--- src/rtl/frac_baud_pkg.sv ---
package frac_baud_pkg;

    typedef enum logic [1:0] {
        ST_IDLE = 2'd0,
        ST_HALF = 2'd1,
        ST_STEP = 2'd2
    } phase_t;

    localparam int DEF_KEEP  = 47;
    localparam int DEF_GROUP = 51;
    localparam int DEF_PER_BIT = 8;

endpackage

--- src/rtl/frac_baud_phase_fsm.sv ---
module frac_baud_phase_fsm
    import frac_baud_pkg::*;
(
    input  logic clk,
    input  logic rst,
    input  logic active,
    output logic step
);

    phase_t state_q;
    phase_t state_d;

    always_ff @(posedge clk) begin
        if (rst) begin
            state_q <= ST_IDLE;
        end else begin
            state_q <= state_d;
        end
    end

    always_comb begin
        state_d = state_q;
        if (!active) begin
            state_d = ST_IDLE;
        end else begin
            unique case (state_q)
                ST_IDLE: state_d = ST_HALF;
                ST_HALF: state_d = ST_STEP;
                ST_STEP: state_d = ST_HALF;
                default: state_d = ST_IDLE;
            endcase
        end
    end

    always_comb begin
        step = (state_q == ST_STEP) && active;
    end

endmodule

--- src/rtl/frac_baud_skip_acc.sv ---
module frac_baud_skip_acc #(
    parameter int KEEP  = 47,
    parameter int GROUP = 51
) (
    input  logic clk,
    input  logic rst,
    input  logic clr,
    input  logic step,
    output logic keep
);

    localparam int ACC_W = $clog2(GROUP) + 1;
    localparam logic [ACC_W-1:0] KEEP_V  = ACC_W'(KEEP);
    localparam logic [ACC_W-1:0] GROUP_V = ACC_W'(GROUP);

    logic [ACC_W-1:0] acc_q;
    logic [ACC_W-1:0] sum;

    always_comb begin
        sum  = acc_q + KEEP_V;
        keep = step && (sum >= GROUP_V);
    end

    always_ff @(posedge clk) begin
        if (rst || clr) begin
            acc_q <= '0;
        end else if (step) begin
            acc_q <= keep ? (sum - GROUP_V) : sum;
        end
    end

endmodule

--- src/rtl/frac_baud_bit_count.sv ---
module frac_baud_bit_count #(
    parameter int PER_BIT = 8
) (
    input  logic clk,
    input  logic rst,
    input  logic clr,
    input  logic keep,
    output logic last
);

    localparam int CNT_W = (PER_BIT > 1) ? $clog2(PER_BIT) : 1;
    localparam logic [CNT_W-1:0] LAST_V = CNT_W'(PER_BIT - 1);

    logic [CNT_W-1:0] cnt_q;

    always_comb begin
        last = keep && (cnt_q == LAST_V);
    end

    always_ff @(posedge clk) begin
        if (rst || clr) begin
            cnt_q <= '0;
        end else if (keep) begin
            cnt_q <= (cnt_q == LAST_V) ? '0 : cnt_q + 1'b1;
        end
    end

endmodule

--- src/rtl/frac_baud_gen.sv ---
module frac_baud_gen
    import frac_baud_pkg::*;
#(
    parameter int SEL_W = 4,
    parameter logic [SEL_W-1:0] ACTIVE_CODE = 4'b0011,
    parameter int KEEP    = DEF_KEEP,
    parameter int GROUP   = DEF_GROUP,
    parameter int PER_BIT = DEF_PER_BIT
) (
    input  logic             clk,
    input  logic             rst,
    input  logic             en,
    input  logic [SEL_W-1:0] sel,
    output logic             base_pulse,
    output logic             bit_tick
);

    logic active;
    logic step;
    logic keep;
    logic last;

    assign active = en && (sel == ACTIVE_CODE);

    frac_baud_phase_fsm u_fsm (
        .clk    (clk),
        .rst    (rst),
        .active (active),
        .step   (step)
    );

    frac_baud_skip_acc #(
        .KEEP  (KEEP),
        .GROUP (GROUP)
    ) u_acc (
        .clk  (clk),
        .rst  (rst),
        .clr  (!active),
        .step (step),
        .keep (keep)
    );

    frac_baud_bit_count #(
        .PER_BIT (PER_BIT)
    ) u_cnt (
        .clk  (clk),
        .rst  (rst),
        .clr  (!active),
        .keep (keep),
        .last (last)
    );

    always_ff @(posedge clk) begin
        if (rst) begin
            base_pulse <= 1'b0;
            bit_tick   <= 1'b0;
        end else begin
            base_pulse <= active && keep;
            bit_tick   <= active && last;
        end
    end

endmodule

--- config.mk ---
export PLATFORM = sky130hd
export DESIGN_NAME = frac_baud_gen
export DESIGN_NICKNAME = d
export VERILOG_FILES = /design/src/rtl/frac_baud_pkg.sv /design/src/rtl/frac_baud_phase_fsm.sv /design/src/rtl/frac_baud_skip_acc.sv /design/src/rtl/frac_baud_bit_count.sv /design/src/rtl/frac_baud_gen.sv
export SDC_FILE = /design/constraint.sdc
export NUM_CORES = 1
export LEC_CHECK = 0
export ABC_CLOCK_PERIOD_IN_PS = 3170
export BUFFER_PORTS_ARGS = -buffer_cell sky130_fd_sc_hd__buf_2
export CORE_ASPECT_RATIO = 1.75
export CORE_MARGIN = 5
export CORE_UTILIZATION = 35
export CTS_BUF_LIST = sky130_fd_sc_hd__clkbuf_8
export DETAILED_ROUTE_END_ITERATION = 8
export PLACE_DENSITY = 0.6
export REMOVE_ABC_BUFFERS = 1
export SLEW_MARGIN = 20
export SYNTH_ARGS = -nofsm -noshare
export SYNTH_HDL_FRONTEND = slang
export SYNTH_SLANG_ARGS = --single-unit
--- constraint.sdc ---
create_clock -name clk -period 3.17 [get_ports clk]
set_clock_uncertainty 0.1 [all_clocks]
set_input_delay 0.4755 -clock clk [delete_from_list [all_inputs] [get_ports clk]]
set_output_delay 0.4755 -clock clk [all_outputs]
set_load 0.005 [all_outputs]
# ---- Word level (Yosys, flattened, before mapping)
# Index checks and enable logic that the tools add are counted.
dict set report word_totals {
  register_bits 14
  out_inout_bits 2
  wordCells 28
}
dict set report op_classes {
  n_addsub 3
  order_cmp 1
  eq_ne 4
  mux 3
  bitwise 1
  n_reduce_logical 11
}
# op n
set op_table {}
lappend op_table {{$add A7 B6 Y7 const B} 1}
lappend op_table {{$ge A7 B6 Y1 const B} 1}
lappend op_table {{$mux W7} 1}
lappend op_table {{$sub A7 B6 Y7 const B} 1}
lappend op_table {{$logic_and A1 B1 Y1} 6}
lappend op_table {{$eq A4 B2 Y1 const B} 1}
lappend op_table {{$pmux W2 S2} 1}
lappend op_table {{$reduce_or A2 Y1} 2}
lappend op_table {{$add A3 B1 Y3 const B} 1}
lappend op_table {{$eq A3 B3 Y1 const B} 1}
lappend op_table {{$mux W3} 1}
lappend op_table {{$eq A2 B1 Y1 const B} 1}
lappend op_table {{$eq A2 B2 Y1 const B} 1}
lappend op_table {{$logic_not A2 Y1} 1}
lappend op_table {{$logic_not A1 Y1} 1}
lappend op_table {{$logic_or A1 B1 Y1} 1}
lappend op_table {{$not A1 Y1} 1}

# ---- Depth between registers and ports, before layout
dict set report depth {
  depth_word 6
  depth_mapped 10
  depth_no_buf 8
}

# ---- Modules after synthesis
# Synthesis repeated with hierarchy kept, for this count alone.
dict set report unflattened {
  cells_unflattened 124
  area_unflattened_um2 1058.5
}
# module n_inst cells_each area_each_um2
set by_module_without_submodules {}
lappend by_module_without_submodules {frac_baud_skip_acc 1 98 749.5}
lappend by_module_without_submodules {frac_baud_bit_count 1 13 148.9}
lappend by_module_without_submodules {frac_baud_gen 1 8 90.1}
lappend by_module_without_submodules {frac_baud_phase_fsm 1 5 70.1}

# ---- Least setup slack after synthesis
# OpenSTA, ideal clock, no wires.
dict set report synth_path {
  kind {flip-flop to flip-flop}
  from {register u_acc.acc_q[3]}
  to {register u_cnt.cnt_q[0]}
  setup_time_ns 0.070
  arrival_time_ns 2.209
  t_required_ns 3.000
  slack_ns 0.791
  path_stages_with_launch 9
  path_buffers 1
  period_less_slack_ns 2.379
  cell_sequence {dfxtp_1 -> clkbuf_1 -> inv_1 -> ha_1 -> a311oi_1 -> xnor2_1 -> a31oi_4 -> or4_1 -> a21oi_1}
}
dict set report synth_via {
  elab_chain_cells 3
}
# item line_no
set synth_lines {}
lappend synth_lines {{start: declaration} frac_baud_skip_acc.sv:16} ;# logic [ACC_W-1:0] acc_q;
lappend synth_lines {{start signal: assignment} frac_baud_skip_acc.sv:28} ;# acc_q <= keep ? (sum - GROUP_V) : sum;
lappend synth_lines {{$add A7 B6 Y7} frac_baud_skip_acc.sv:20} ;# sum = acc_q + KEEP_V;
lappend synth_lines {{$ge A7 B6 Y1} frac_baud_skip_acc.sv:21} ;# keep = step && (sum >= GROUP_V);
lappend synth_lines {{$logic_and A1 B1 Y1} frac_baud_skip_acc.sv:21}
lappend synth_lines {{end signal: assignment} frac_baud_bit_count.sv:24} ;# cnt_q <= (cnt_q == LAST_V) ? '0 : cnt_q + 1'b1;
lappend synth_lines {{end: declaration} frac_baud_bit_count.sv:14} ;# logic [CNT_W-1:0] cnt_q;
# No other way between the ends.
# A chain may end at the register's enable or synchronous reset.

# ---- Worst setup path after layout
dict set report layout_path {
  from {register u_acc.acc_q[0]}
  to {register u_cnt.cnt_q[0]}
}
# The elaborated chain is that of the path after synthesis.

==> metrics <==
Fill cells 268; post-CTS setup buffers 0; # setup viols final 0; share of cells above drive strength 1 0.163; Sequential Power Share 0.496; die area 0.00393 sq mm; Least-Margin Pin Slew 582 ps; CTS resizes 0; Final WS setup 559 ps; run status finished, final reports clean; clock-pin slew on the worst setup and hold paths 60 ps; Initial Utilization 0.361; die extent in x 49.6 um; EDFF count, synth 0; total gr overflow 0; diodes inserted 0; 1st-iter DRT viols 24; Clk Tree Root Cell clkbuf_8; Final Hold Viols 0; Area Overhead vs Synth 10.3%; Detail Route Antenna Nets 0; initial antenna violation count 0; number of buffer cells added on primary ports 8; GP Congestion 0.837; Worst-Skew Late Latency 250 ps; final net count 137; Max IR drop VDD 0.255 mV; CTS tree yes; Synth Flop Type dfxtp_1; total number of H-tree levels 1; CTS hold repair buffers 0; final WL 2.32 mm; combinational share of power 0.016; pin count of the biggest net entering global routing 14; Syn Area/Cell 8.27 sq um; Hold WC Path Type reg -> reg; Worst R2R Setup Slack 560 ps; CTS Buf Count 3; gr usage total 0.134; vias 906; core footprint 0.00266 sq mm; final max-slew violation count 0; Rows 25; CP Class reg -> reg; most frequent cells in the layout 14 x dfxtp_1, 12 x o21ai_0, 9 x a21oi_1; Final Util 0.398; clock buffer depth 2; Max Cap Viol 0; first-pass GRT wire length 4.13 mm; most common cell after layout, fill and taps aside dfxtp_1; Post-synth ARST share 0; routed length per instance 15.5 um; # DRC 0; vias in the first global route 923; Slew HR 0.609; Worst Path Arrival 2690 ps; Seq/Total Area, Yosys 0.292; Post-Syn Instances 116; pre-CTS setup slack 604 ps; internal power 0.289 mW; Clock Power Share 0.488; Period minus WS final 2610 ps; sw frac 0.185; Final Cycle Share 0.824; synthesized flop and latch total 14; RSZ-0062 raised after global routing no; LEAKAGE 0.384 nW; Achievable Freq 383 MHz; synthesized area 960 sq um; Synthesis Warnings 0; Critical Path RT 3250 ps; via/cell ratio 6.04; Pre-antenna DRT Iters 4; I/O pin count 9; Setup crit start kind flip-flop; CTS Sinks 14; DP HPWL 1.81 mm; Sw Pwr 0.0656 mW; Worst Path Max Fanout 10; die height 79.3 um; pwr/cell area 335 mW/mm^2; unique cell type count in the Yosys netlist 37; Fin Setup TNS 0 ps; Crit. End Element flip-flop
[power by group through the flow]
stage	clock [mW]	sequential, mW	combinational, mW
after global routing	0.186	0.176	0.00684
after floorplan	0	0.180	0.00113
final	0.173	0.176	0.00575
after global placement	0	0.180	0.00558
after detailed placement	0	0.180	0.00579
after CTS	0.176	0.176	0.00578
[per-stage QoR]
stage	instance area [sq um]	hold slack [ps]	power, mW	instances
after CTS	1060	326	0.358	150
after global routing	1060	353	0.368	150
after floorplan	915	288	0.181	109
final	1060	324	0.355	150
after detailed placement	1000	317	0.186	146
after global placement	1000	295	0.186	146
[cells in the mapped netlist, types with 2 or more instances]
cell	count	share of area
a311oi_1	2	0.018
nor2_1	6	0.023
and2_1	3	0.020
inv_1	5	0.020
nor2b_1	2	0.013
nand4_1	2	0.013
ha_1	6	0.078
a21oi_1	9	0.047
xnor2_1	3	0.027
dfxtp_1	14	0.29
nand3_1	6	0.031
o211ai_1	3	0.023
or3_1	2	0.013
nor3_1	7	0.037
buf_6	2	0.023
nand2_1	6	0.023
nor4_1	4	0.026
clkbuf_1	4	0.016
o21ai_0	12	0.063
[flip-flops by register name, summed over array words and instances, names as in the netlist]
name           count
u_acc.acc_q        7
base_pulse         1
bit_tick           1
u_cnt.cnt_q        3
u_fsm.state_q      2
[critical path, stage by stage (launching register included)]
cell      delay (ps)
dfxtp_1          520
inv_1            150
ha_1             290
inv_1            110
a311oi_1         150
xnor2_1          520
a31oi_4          130
or4_1            430
a21oi_1          140
[area by class of cell]
cell class	instances	area, sq um	share of cell area
clock buffer	4	55.1	0.0520
inverter	5	18.8	0.0177
multi-input combinational	90	616	0.582
sequential	14	280	0.265
tap	27	33.8	0.0319
timing repair buffer	10	55.1	0.0520
[metal layers]
| layer | track usage | part of all wire |
|---|---|---|
| met2 | 0.246 | 0.54 |
| met5 | 0 | 0 |
| met1 | 0.130 | 0.40 |
| met3 | 0.0150 | 0.022 |
| met4 | 0.102 | 0.044 |
[path summary, 6_finish.rpt]
path	to	startpoint	cells past startpoint
worst max-delay path	u_cnt.cnt_q[0]	u_acc.acc_q[0]	8
worst min-delay path	u_fsm.state_q[1]	u_fsm.state_q[1]	1
worst max register to register	u_cnt.cnt_q[0]	u_acc.acc_q[0]	8
worst min register to register	u_fsm.state_q[1]	u_fsm.state_q[1]	1
[cells by family after synthesis]
| group | Yosys count | synth area share |
|---|---|---|
| xor gates and xnor gates | 5 | 0.0535 |
| adders and majority gates | 6 | 0.0782 |
| DFF | 14 | 0.292 |
| and+or+nand+nor | 45 | 0.253 |
| buffers and inverters | 12 | 0.0665 |
| muxes | 1 | 0.0104 |
| AOI/OAI and AO/OA | 33 | 0.246 |
(Power assumes the default switching activity.)
